## config.mk

```make
export PLATFORM = sky130hd
export DESIGN_NAME = jump_resolve
export DESIGN_NICKNAME = d
export VERILOG_FILES = /design/src/rtl/jump_resolve_pkg.sv /design/src/rtl/jump_cmp.sv /design/src/rtl/jump_target.sv /design/src/rtl/jump_decode.sv /design/src/rtl/jump_resolve.sv
export SDC_FILE = /design/constraint.sdc
export NUM_CORES = 1
export LEC_CHECK = 0
export BUFFER_PORTS_ARGS = -buffer_cell sky130_fd_sc_hd__buf_2
export CAP_MARGIN = 20
export CORE_MARGIN = 1.5
export CORE_UTILIZATION = 25
export DETAILED_ROUTE_END_ITERATION = 6
export PLACE_DENSITY = 0.53
export RECOVER_POWER = 25
export SLEW_MARGIN = 5
export SYNTH_ARGS = -nofsm -noshare
export SYNTH_HDL_FRONTEND = slang
export SYNTH_HIERARCHICAL = 1
export SYNTH_SLANG_ARGS = --single-unit
export TNS_END_PERCENT = 20
```

## constraint.sdc

```tcl
create_clock -name clk -period 0.8 [get_ports clk]
set_input_delay 0 -clock clk [delete_from_list [all_inputs] [get_ports clk]]
set_output_delay 0 -clock clk [all_outputs]
set_load 0.02 [all_outputs]
```

## src/rtl/jump_resolve_pkg.sv

```systemverilog
package jump_resolve_pkg;

    localparam int OFS_W  = 16;
    localparam int IMM_W  = 32;
    localparam int OPND_W = 64;
    localparam int HALF_W = 32;
    localparam int SUB_W  = 4;

    typedef enum logic [3:0] {
        OP_JA   = 4'h0,
        OP_EQ   = 4'h1,
        OP_UGT  = 4'h2,
        OP_UGE  = 4'h3,
        OP_BIT  = 4'h4,
        OP_NE   = 4'h5,
        OP_SGT  = 4'h6,
        OP_SGE  = 4'h7,
        OP_CALL = 4'h8,
        OP_RET  = 4'h9,
        OP_ULT  = 4'ha,
        OP_ULE  = 4'hb,
        OP_SLT  = 4'hc,
        OP_SLE  = 4'hd,
        OP_RSV0 = 4'he,
        OP_RSV1 = 4'hf
    } br_op_e;

    typedef enum logic [2:0] {
        K_COND,
        K_JUMP,
        K_HELPER,
        K_LOCAL,
        K_RET,
        K_BAD
    } br_kind_e;

    localparam logic [SUB_W-1:0] SUB_HELPER_ADDR = 4'd0;
    localparam logic [SUB_W-1:0] SUB_LOCAL       = 4'd1;
    localparam logic [SUB_W-1:0] SUB_HELPER_ID   = 4'd2;

endpackage

```

## src/rtl/jump_cmp.sv

```systemverilog
module jump_cmp
    import jump_resolve_pkg::*;
#(
    parameter int W = 64
) (
    input  logic [W-1:0] a_i,
    input  logic [W-1:0] b_i,
    input  br_op_e       op_i,
    output logic         hit_o
);

    logic same;
    logic u_less;
    logic s_less;

    always_comb begin
        same   = (a_i == b_i);
        u_less = (a_i < b_i);
        s_less = ($signed(a_i) < $signed(b_i));
        case (op_i)
            OP_EQ:   hit_o = same;
            OP_NE:   hit_o = !same;
            OP_UGT:  hit_o = !u_less && !same;
            OP_UGE:  hit_o = !u_less;
            OP_ULT:  hit_o = u_less;
            OP_ULE:  hit_o = u_less || same;
            OP_SGT:  hit_o = !s_less && !same;
            OP_SGE:  hit_o = !s_less;
            OP_SLT:  hit_o = s_less;
            OP_SLE:  hit_o = s_less || same;
            OP_BIT:  hit_o = |(a_i & b_i);
            default: hit_o = 1'b0;
        endcase
    end

endmodule

```

## src/rtl/jump_target.sv

```systemverilog
module jump_target #(
    parameter int PC_W   = 32,
    parameter int DISP_W = 32
) (
    input  logic [PC_W-1:0]          pc_i,
    input  logic signed [DISP_W-1:0] disp_i,
    output logic [PC_W-1:0]          tgt_o
);

    localparam int EXT_W = (PC_W > DISP_W) ? PC_W : DISP_W;

    assign tgt_o = PC_W'(EXT_W'(pc_i) + EXT_W'(disp_i) + EXT_W'(1));

endmodule

```

## src/rtl/jump_decode.sv

```systemverilog
module jump_decode
    import jump_resolve_pkg::*;
(
    input  br_op_e           op_i,
    input  logic             use_reg_i,
    input  logic             half_i,
    input  logic [SUB_W-1:0] sub_i,
    output br_kind_e         kind_o
);

    always_comb begin
        kind_o = K_BAD;
        case (op_i)
            OP_JA: begin
                if (!use_reg_i) kind_o = K_JUMP;
            end
            OP_CALL: begin
                if (!use_reg_i && !half_i) begin
                    if (sub_i == SUB_LOCAL)
                        kind_o = K_LOCAL;
                    else if (sub_i == SUB_HELPER_ADDR || sub_i == SUB_HELPER_ID)
                        kind_o = K_HELPER;
                end
            end
            OP_RET: begin
                if (!use_reg_i && !half_i) kind_o = K_RET;
            end
            OP_RSV0, OP_RSV1: kind_o = K_BAD;
            default: kind_o = K_COND;
        endcase
    end

endmodule

```

## src/rtl/jump_resolve.sv

```systemverilog
module jump_resolve
    import jump_resolve_pkg::*;
#(
    parameter int PC_W = 32
) (
    input  logic              clk,
    input  logic              rst_n,
    input  logic              in_vld_i,
    input  logic [PC_W-1:0]   pc_i,
    input  logic [3:0]        code_i,
    input  logic              use_reg_i,
    input  logic              half_i,
    input  logic [3:0]        sub_i,
    input  logic [15:0]       ofs_i,
    input  logic [31:0]       imm_i,
    input  logic [63:0]       lhs_i,
    input  logic [63:0]       rhs_i,
    output logic              out_vld_o,
    output logic              taken_o,
    output logic [PC_W-1:0]   nxt_pc_o,
    output logic              call_o,
    output logic              helper_o,
    output logic              exit_o,
    output logic              illegal_o
);

    localparam int N_LANE = 2;

    typedef struct packed {
        logic            vld;
        logic            taken;
        logic            call;
        logic            helper;
        logic            ret;
        logic            bad;
        logic [PC_W-1:0] npc;
    } res_t;

    br_op_e             op;
    br_kind_e           kind;
    logic [OPND_W-1:0]  opnd_b;
    logic [N_LANE-1:0]  lane_hit;
    logic               cond_hit;
    logic [IMM_W-1:0]   ofs_ext;
    logic [IMM_W-1:0]   disp;
    logic [PC_W-1:0]    tgt;
    logic [PC_W-1:0]    fall;
    res_t               res_d;
    res_t               res_q;

    assign op     = br_op_e'(code_i);
    assign opnd_b = use_reg_i ? rhs_i : {{(OPND_W-IMM_W){imm_i[IMM_W-1]}}, imm_i};

    jump_decode u_dec (
        .op_i      (op),
        .use_reg_i (use_reg_i),
        .half_i    (half_i),
        .sub_i     (sub_i),
        .kind_o    (kind)
    );

    // lane 0 compares the full width, lane 1 only the low half
    for (genvar g = 0; g < N_LANE; g++) begin : g_lane
        localparam int LW = (g == 0) ? OPND_W : HALF_W;
        jump_cmp #(.W(LW)) u_cmp (
            .a_i   (lhs_i[LW-1:0]),
            .b_i   (opnd_b[LW-1:0]),
            .op_i  (op),
            .hit_o (lane_hit[g])
        );
    end

    assign cond_hit = half_i ? lane_hit[1] : lane_hit[0];

    // the immediate carries the displacement for long jumps and local calls
    assign ofs_ext = {{(IMM_W-OFS_W){ofs_i[OFS_W-1]}}, ofs_i};
    assign disp    = ((kind == K_JUMP && half_i) || kind == K_LOCAL) ? imm_i : ofs_ext;

    jump_target #(.PC_W(PC_W), .DISP_W(IMM_W)) u_tgt (
        .pc_i   (pc_i),
        .disp_i (disp),
        .tgt_o  (tgt)
    );

    jump_target #(.PC_W(PC_W), .DISP_W(1)) u_fall (
        .pc_i   (pc_i),
        .disp_i (1'b0),
        .tgt_o  (fall)
    );

    always_comb begin
        res_d     = '0;
        res_d.vld = in_vld_i;
        if (in_vld_i) begin
            res_d.npc = fall;
            case (kind)
                K_COND: begin
                    res_d.taken = cond_hit;
                    if (cond_hit) res_d.npc = tgt;
                end
                K_JUMP: begin
                    res_d.taken = 1'b1;
                    res_d.npc   = tgt;
                end
                K_LOCAL: begin
                    res_d.call  = 1'b1;
                    res_d.taken = 1'b1;
                    res_d.npc   = tgt;
                end
                K_HELPER: begin
                    res_d.call   = 1'b1;
                    res_d.helper = 1'b1;
                end
                K_RET:   res_d.ret = 1'b1;
                default: res_d.bad = 1'b1;
            endcase
        end
    end

    always_ff @(posedge clk or negedge rst_n) begin
        if (!rst_n) res_q <= '0;
        else        res_q <= res_d;
    end

    assign out_vld_o = res_q.vld;
    assign taken_o   = res_q.taken;
    assign nxt_pc_o  = res_q.npc;
    assign call_o    = res_q.call;
    assign helper_o  = res_q.helper;
    assign exit_o    = res_q.ret;
    assign illegal_o = res_q.bad;

endmodule

```

Yosys cells after proc, flatten, opt, wreduce, memory -nomap -nowiden
Index checks and enable logic that the tools add are counted.
- eq/ne operators: 23
- reduce and logical (&&, ||, !) cells: 29
- $add $sub $neg: 3
- mux-type cells: 19
- bitwise gates (word level): 2
- magnitude comparators: 4
- operator list (kind ; count):
    $lt A64 B64 Y1 ; 2
    $add A32 B1 Y32 const B ; 2
    $and A64 B64 Y64 ; 1
    $eq A64 B64 Y1 ; 1
    $lt A32 B32 Y1 ; 2
    $mux W32 ; 2
    $mux W64 ; 1
    $pmux W32 S2 ; 1
    $reduce_or A64 Y1 ; 1
    $mux W37 ; 1
    $add A32 B32 Y32 ; 1
    $and A32 B32 Y32 ; 1
    $eq A32 B32 Y1 ; 1
    $eq A4 B4 Y1 const B ; 8
    $reduce_or A32 Y1 ; 1
    $pmux W1 S11 ; 2
    $eq A4 B3 Y1 const B ; 4
    $eq A4 B2 Y1 const B ; 3
    $mux W3 ; 4
    $pmux W3 S4 ; 1
    $eq A4 B1 Y1 const B ; 2
    $logic_not A1 Y1 ; 8
    $logic_not A4 Y1 ; 2
    $eq A3 B2 Y1 const B ; 2
    other kinds (9) ; 26
- flip-flop bits (word level): 38
- word-level logic and storage cells: 87
- output and inout port bits: 38

Longest topological paths before layout
Gate-level depths: netlist of the first run.
- depth in word-level cells: 15
- depth in mapped cells: 19
- gate-level depth less buffers: 19

By module
The synthesis of the first run kept the hierarchy.
- modules (own cells, without submodules) (module ; times used ; area each (µm²) ; cells each ; sequential area each (µm²)):
    jump_cmp at g_lane[0].u_cmp ; 1 ; 2796.4 ; 342 ; 0.0
    jump_resolve ; 1 ; 2697.6 ; 304 ; 950.9
    jump_target at u_tgt ; 1 ; 1876.8 ; 260 ; 0.0
    jump_target at u_fall ; 1 ; 1778.0 ; 243 ; 0.0
    jump_cmp at g_lane[1].u_cmp ; 1 ; 1471.4 ; 179 ; 0.0
    jump_decode ; 1 ; 87.6 ; 12 ; 0.0

Worst setup path before layout of the first run
Ideal clock, no wire load.
- kind: input -> register
- from: input port sub_i[1]
- to: register res_q, in the netlist nxt_pc_o[26]
- cell stages on the path: 19
- setup time: 0.079 ns
- setup slack: -2.909 ns
- buffers on the path: 0
- arrival: 3.630 ns
- cell sequence: a21oi_1 > and3_1 > o41ai_1 > nand2b_4 > nor2_2 > mux2_2 > inv_1 > ha_1 > inv_1 > fa_1 > a21o_1 > a221oi_2 > o31ai_4 > a31oi_4 > o211a_4 > o21a_4 > xnor2_1 > nand2_1 > mux2i_1
- RTL lines (item ; line ; RTL):
    start: declaration ; jump_resolve.sv:13 ; input logic [3:0] sub_i,
    end signal: assignment ; jump_resolve.sv:122 ; else res_q <= res_d;
    end: declaration ; jump_resolve.sv:49 ; res_t res_q;

==> summary.txt, run 1 <==
Clocking
  – Maximum clock insertion buffer count: 2
  – Cell chosen for the clock root: clkbuf_16
  – TritonCTS clock tree: done
  – CTS sink count: 38
  – Number of buffers created by CTS: 5
  – Clk slew on worst S/H paths: 0.06 ns
  – H-Tree Depth: 2

Synth
  – Synth cell types: 99
  – Seq/Total Area, Yosys: 8.88%
  – Cell taking the most area after synthesis: ha_1
  – Synth top cells by count: 254 x ha_1, 193 x nand2_1, 127 x inv_1
  – Register bit total from synthesis: 38
  – Syn_area_per_cell: 7.99 µm²
  – Post-synth ARST share: 100%
  – EDFF count, synth: 0
  – Mapped cell area: 10700 µm²
  – Syn Inst Count: 1340
  – Top cells by area, synth: ha_1 30%, dfrtp_1 8.9%, nand2_1 6.8%
  – Most common flop cell mapped by yosys: dfrtp_1
  – Synth top area share: 29.7%
  – Most frequent cell after synthesis: ha_1
  – YS warnings: 6

Floorplanning
  – DIE HEIGHT: 210 µm
  – Die area: 44100 µm²
  – Core Area: 42100 µm²
  – Row Count: 75
  – Die Wd: 210 µm
  – IO Pins: 259
  – Effective utilization at floorplan: 25.4%

Run
  – # Max-Cap Violations: 0

Placed design
  – Post-DP HPWL: 37000 µm
  – Port-buffer cells: 258
  – Placement Cell Area: 16100 µm²
  – Final GP Congestion: 0.919
  – Inst Count DP: 2563

Worst hold path
  – Hold path cells: 2
  – HP Class: in2reg
  – Hold Crit Start: in_vld_i
  – Worst Hold End: out_vld_o$_DFF_PN0_

Global route
  – First-pass GRT wire length: 67000 µm
  – Largest net degree at the start of global routing: 42
  – Initial antenna violation count: 5
  – Grt total ovfl: 0
  – Vias in the first global route: 12600
  – All-Layer GR Usage: 19.4%

Drt
  – Vias: 12400
  – Post-route ant nets: 0
  – Vias per cell: 4.77
  – Drt pass-1 iters: 5
  – Avg WL per Cell: 16.8 µm
  – Routed WL: 43800 µm
  – Residual DRC: 0
  – Starting DRT DRC Count: 612

Worst setup path
  – Startpoint Class: input pin
  – Crit end category: register
  – Crit path kind: in2reg
  – WP data arrival: 3.73 ns
  – Worst Path Required: 1.01 ns
  – CP max FO: 8

STA
  – Minimum clock period: 3.52 ns
  – Period utilization: 440%
  – Max Fclk: 284 MHz
  – Final TNS setup: -90.11 ns
  – Final WS setup: -2.72 ns
  – Final setup fails: 69
  – Final Hold Violating Endpoints: 0
  – Pins Over Slew Limit: 0
  – RSZ-0062 raised after global routing: true

Power and ir drop
  – Max rail drop VDD: 0.738 mV
  – Psw: 0.00784 W
  – Power per cell area: 1050 nW/µm²
  – Flop pwr share: 13.5%
  – Clock Power Share: 11.9%
  – Gate power share: 74.5%
  – Leakage: 9.29 nW
  – Int Power: 0.0104 W
  – Switching share of total power: 43.0%

Run status
  – Failing checks: setup timing
  – Status: finished with violations

Final layout
  – Design Area, Final: 17300 µm²
  – Fillers: 4272
  – Finished Layout Cells: 2606
  – Layout cell share with drive strength beyond 1: 44.7%
  – Synth-to-layout area growth: 61.8%
  – Post-layout nets: 2538
[power by group through the flow]
stage / sequential (W) / clock, W / combinational, W
after floorplan: 0.00293 / 0 / 0.00620
after global placement: 0.00251 / 0 / 0.0122
after detailed placement: 0.00251 / 0 / 0.0123
after CTS: 0.00249 / 0.00228 / 0.0131
after global routing: 0.00251 / 0.00237 / 0.0149
final: 0.00247 / 0.00218 / 0.0136
[registers in the layout, indices dropped and copies added, names as in the netlist]
signal,cells
nxt_pc_o,32
call_o,1
exit_o,1
helper_o,1
illegal_o,1
out_vld_o,1
taken_o,1
[cells by family after synthesis]
group | after synthesis | share of synthesized area, %
AO/OA/AOI/OAI | 322 | 20.9
XOR/XNOR | 58 | 4.74
adder cells (fa/ha/maj) | 256 | 30.1
AND/OR/NAND/NOR | 414 | 20.4
buffers and inverters | 169 | 6.79
other | 1 | 0.0350
flip-flops | 38 | 8.88
multiplexers | 82 | 8.21
[timing repair]
action	4_1_cts	5_1_grt
cloned	6	4
setup endpoints to repair	75	75
buffers inserted	13	8
pin swaps	31	26
hold endpoints to repair	38	0
resized for setup	58	74
hold buffers	1	0
[layout by cell type, fill, tap and decap left out, drive strengths merged, types with 32 or more instances in the layout]
cell and instances:
a21oi 104, nand3 32, nand2 194, mux2 47
buf 718, inv 127, nand4 39, a21o 49
ha 254, xnor2 39, dfrtp 38, mux2i 35
conb 33, o21ai 55
[cell type report]
class / count / area [µm²] / area share, %
flip-flops and latches: 38 / 951 / 5.49
well taps: 539 / 674 / 3.89
diodes: 5 / 12.5 / 0.0722
repair buffers: 724 / 5230 / 30.2
clock buffers: 6 / 139 / 0.802
inverters: 127 / 479 / 2.77
clock inverters: 2 / 12.5 / 0.0722
multi-input cells: 1165 / 9820 / 56.7
[stage by stage]
| step | setup slack (ns) | util, % | hold WS [ns] | total power [W] |
|---|---|---|---|---|
| after detailed placement | -3.45 | 38.3 | -0.00953 | 0.0148 |
| after floorplan | -2.59 | - | -0.296 | 0.00913 |
| final | -2.72 | 41.1 | 0.0673 | 0.0182 |
| after CTS | -2.76 | 40.0 | 0.0681 | 0.0179 |
| after global placement | -3.40 | 38.3 | -0.00873 | 0.0147 |
| after global routing | -2.91 | 41.1 | 0.0704 | 0.0198 |
[worst max-delay path, stage by stage]
cell and delay (ns):
buf_12 0.11, buf_12 0.15, nand2b_4 0.18, buf_12 0.15
buf_12 0.14, nand2_4 0.05, inv_2 0.04, ha_4 0.26
buf_6 0.10, nand2_8 0.04, or3_4 0.40, nand4bb_4 0.26
nor2_4 0.15, xor2_1 0.15, a21oi_1 0.08, or3_1 0.31
o211ai_1 0.09, mux2i_1 0.13, o31ai_4 0.29, buf_12 0.15
buf_12 0.14, buf_6 0.11, mux2i_2 0.20
[layer usage]
metal | part of all wire, % | track usage, %
met1 | 48 | 25.9
met2 | 47 | 33.3
met3 | 4.0 | 2.22
met4 | 1.8 | 4.66
met5 | 0 | 0
[worst max-delay path by stage]
stage | startpoint | end | slack (ns) | cells after the start
after detailed placement | use_reg_i | nxt_pc_o[9]$_DFF_PN0_ | -3.45 | 21
after global placement | use_reg_i | nxt_pc_o[26]$_DFF_PN0_ | -3.40 | 21
after global routing | use_reg_i | nxt_pc_o[29]$_DFF_PN0_ | -2.91 | 22
after floorplan | half_i | nxt_pc_o[26]$_DFF_PN0_ | -2.59 | 19
final | use_reg_i | nxt_pc_o[8]$_DFF_PN0_ | -2.72 | 23
after CTS | use_reg_i | nxt_pc_o[9]$_DFF_PN0_ | -2.76 | 21
(Power assumes the default switching activity.)
==> inputs of run 2 (changes only) <==
Settings changed: PLACE_DENSITY 0.53 to 0.46.
Clock period 0.8 ns to 4.1 ns, I/O delays scaled along.
==> run 2 against run 1 <==
The run now ends clean. Die area unchanged. Highest routed layer is now met5. Critical endpoint is now nxt_pc_o[14]$_DFF_PN0_. Critical path type unchanged. Power down 84%. Largest power group unchanged. Clock power down 79%. Combinational power down 85%. Critical path depth down 4.
==> summary.txt, run 2 (synthesis results as in run 1) <==
Worst setup path
  – Crit-path max cell delay: 0.53 ns
  – Worst Path Buf+Inv: 6
  – Startpoint Class: input pin
  – CP Depth: 19
  – Crit-path cells: buf_2 > buf_12 > buf_12 > mux2_2 > inv_1 > ha_1 > a21o_1 > nand3_1 > a211oi_1 > or4b_1 > a21oi_1 > o221ai_1 > mux2_2 > o211ai_1 > mux2i_1 > o31ai_4 > buf_12 > buf_12 > mux2i_1
  – Worst Path Required: 4.30 ns
  – Crit end category: register
  – Crit path kind: in2reg
  – Worst path most repeated cell: buf_12
  – Top delay family on crit path: multiplexers
  – WP data arrival: 4.02 ns
  – End of the critical path: nxt_pc_o[14]$_DFF_PN0_
  – Crit path from: use_reg_i
  – Slowest CP cell: or4b_1
  – CP max FO: 33

STA
  – Final Hold Violating Endpoints: 0
  – Measured slew at the worst slew-check pin: 0.941 ns
  – Hold WS: 0.202 ns
  – RSZ-0062 raised after global routing: false
  – Final TNS setup: 0 ns
  – Final setup fails: 0
  – Max Fclk: 262 MHz
  – Period utilization: 93.1%
  – Slew HR: 37.3%
  – Pins Over Slew Limit: 0
  – Minimum clock period: 3.82 ns

Clocking
  – TritonCTS clock tree: done
  – CTS sink count: 38
  – H-Tree Depth: 2
  – Cell chosen for the clock root: clkbuf_16
  – Clk slew on worst S/H paths: 0.06 ns
  – Maximum clock insertion buffer count: 2
  – Number of buffers created by CTS: 5

Placed design
  – Post-DP HPWL: 34400 µm
  – Placement Cell Area: 13300 µm²
  – Final GP Congestion: 0.884
  – Port-buffer cells: 258

Floorplanning
  – Die area: 44100 µm²
  – Effective utilization at floorplan: 25.4%
  – Row Count: 75
  – Die Wd: 210 µm
  – Core Area: 42100 µm²
  – DIE HEIGHT: 210 µm
  – IO Pins: 259

Final layout
  – Sequential standard cell area: 951 µm²
  – Synth-to-layout area growth: 25.9%
  – Commonest cells after routing, fill and taps aside: 254 x ha_1, 231 x buf_2, 193 x nand2_1, 127 x inv_1, 99 x a21oi_1
  – Post-layout nets: 2166
  – Footprint of the multi-input gates: 9160 µm²
  – Max FFs per register: 32
  – Fillers: 4578
  – Design Area, Final: 13500 µm²
  – Most common cell after layout, fill and taps aside: ha_1
  – Fin util: 32.0%
  – Layout cell share with drive strength beyond 1: 26.0%

Drt
  – Drt pass-1 iters: 5
  – Vias: 10700
  – Residual DRC: 0
  – Post-route ant nets: 0
  – Routed WL: 38800 µm
  – Vias per cell: 4.78
  – Starting DRT DRC Count: 396
  – Avg WL per Cell: 17.4 µm

Worst hold path
  – Hold Crit Start: pc_i[0]
  – HP Class: in2reg

Run status
  – Status: finished clean

Global route
  – Initial antenna violation count: 7
  – Grt total ovfl: 0
  – Largest net degree at the start of global routing: 48
  – Vias in the first global route: 10800
  – First-pass GRT wire length: 59700 µm
  – All-Layer GR Usage: 17.3%

Power and ir drop
  – Psw: 0.00132 W
  – Switching share of total power: 45.5%
  – Total power: 0.00291 W
  – Int Power: 0.00158 W
  – Leakage: 7.14 nW
  – Clock Power Share: 15.6%
  – Max rail drop VDD: 0.156 mV
  – Flop pwr share: 16.4%
  – Gate power share: 68.0%
  – Power per cell area: 216 nW/µm²

Run
  – # Max-Cap Violations: 0
## run 2: cell count changes in the layout (fill, tap and decap cells not counted), moves of 13 or more
cell,before,now
ha_4,25,0
ha_1,229,254
buf_2,249,231
inv_1,113,127
mux2_2,28,47
clkbuf_1,1,27
mux2_4,19,0
buf_6,21,0
buf_4,429,86
inv_2,13,0
## run 2: how the worst min path moves through the flow
stage	cells past startpoint	to
after global routing	6	nxt_pc_o[0]$_DFF_PN0_
after CTS	6	nxt_pc_o[0]$_DFF_PN0_
final	6	nxt_pc_o[0]$_DFF_PN0_
after global placement	1	taken_o$_DFF_PN0_
after floorplan	0	call_o$_DFF_PN0_
after detailed placement	1	taken_o$_DFF_PN0_
## run 2: through the flow
| step | instances | setup WS [ns] |
|---|---|---|
| 2_1_floorplan | 1372 | 0.391 |
| 3_3_place_gp | 2220 | -0.00681 |
| 3_5_place_dp | 2220 | -0.0886 |
| 4_1_cts | 2229 | 0.204 |
| 5_1_grt | 2231 | 0.00297 |
| 6_report | 2231 | 0.284 |
## run 2: power groups by stage
stage          sequential (W)  combinational, W  clock, W
6_report             0.000477           0.00198  0.000453
5_1_grt              0.000485           0.00220  0.000487
4_1_cts              0.000479           0.00200  0.000476
3_5_place_dp         0.000486           0.00199         0
3_3_place_gp         0.000489           0.00198         0
2_1_floorplan        0.000571           0.00118         0
## run 2: layer usage
metal,GRT usage (%),part of all wire (%),vias up
met3,1.65,3.9,30
met2,31.4,49,208
met5,0,0.15,-
met4,3.18,1.3,10
li1,-,-,5470
met1,22.4,46,4951
## run 2: tightest hold or removal path: cells and delay by family
family | cells | cell delay [ns]
buffers and inverters | 3 | 0.21
adders and majority gates | 1 | 0.14
muxes | 1 | 0.06
and+or+nand+nor | 1 | 0.06
## run 2: cell type report
cell class	instances	share of cell area (%)
Clock inverter	3	0.297
Clock buffer	5	0.928
Inverter	127	3.54
Multi-Input combinational cell	1165	67.9
Timing Repair Buffer	352	15.2
Tap cell	539	5.00
Sequential cell	38	7.05
Antenna cell	2	0.0371
## run 2: repair_timing
action,4_1_cts,5_1_grt
hold buffers,1,0
setup endpoints to repair,0,3
gates resized for setup,0,2
hold endpoints to repair,38,0
setup buffers,0,0
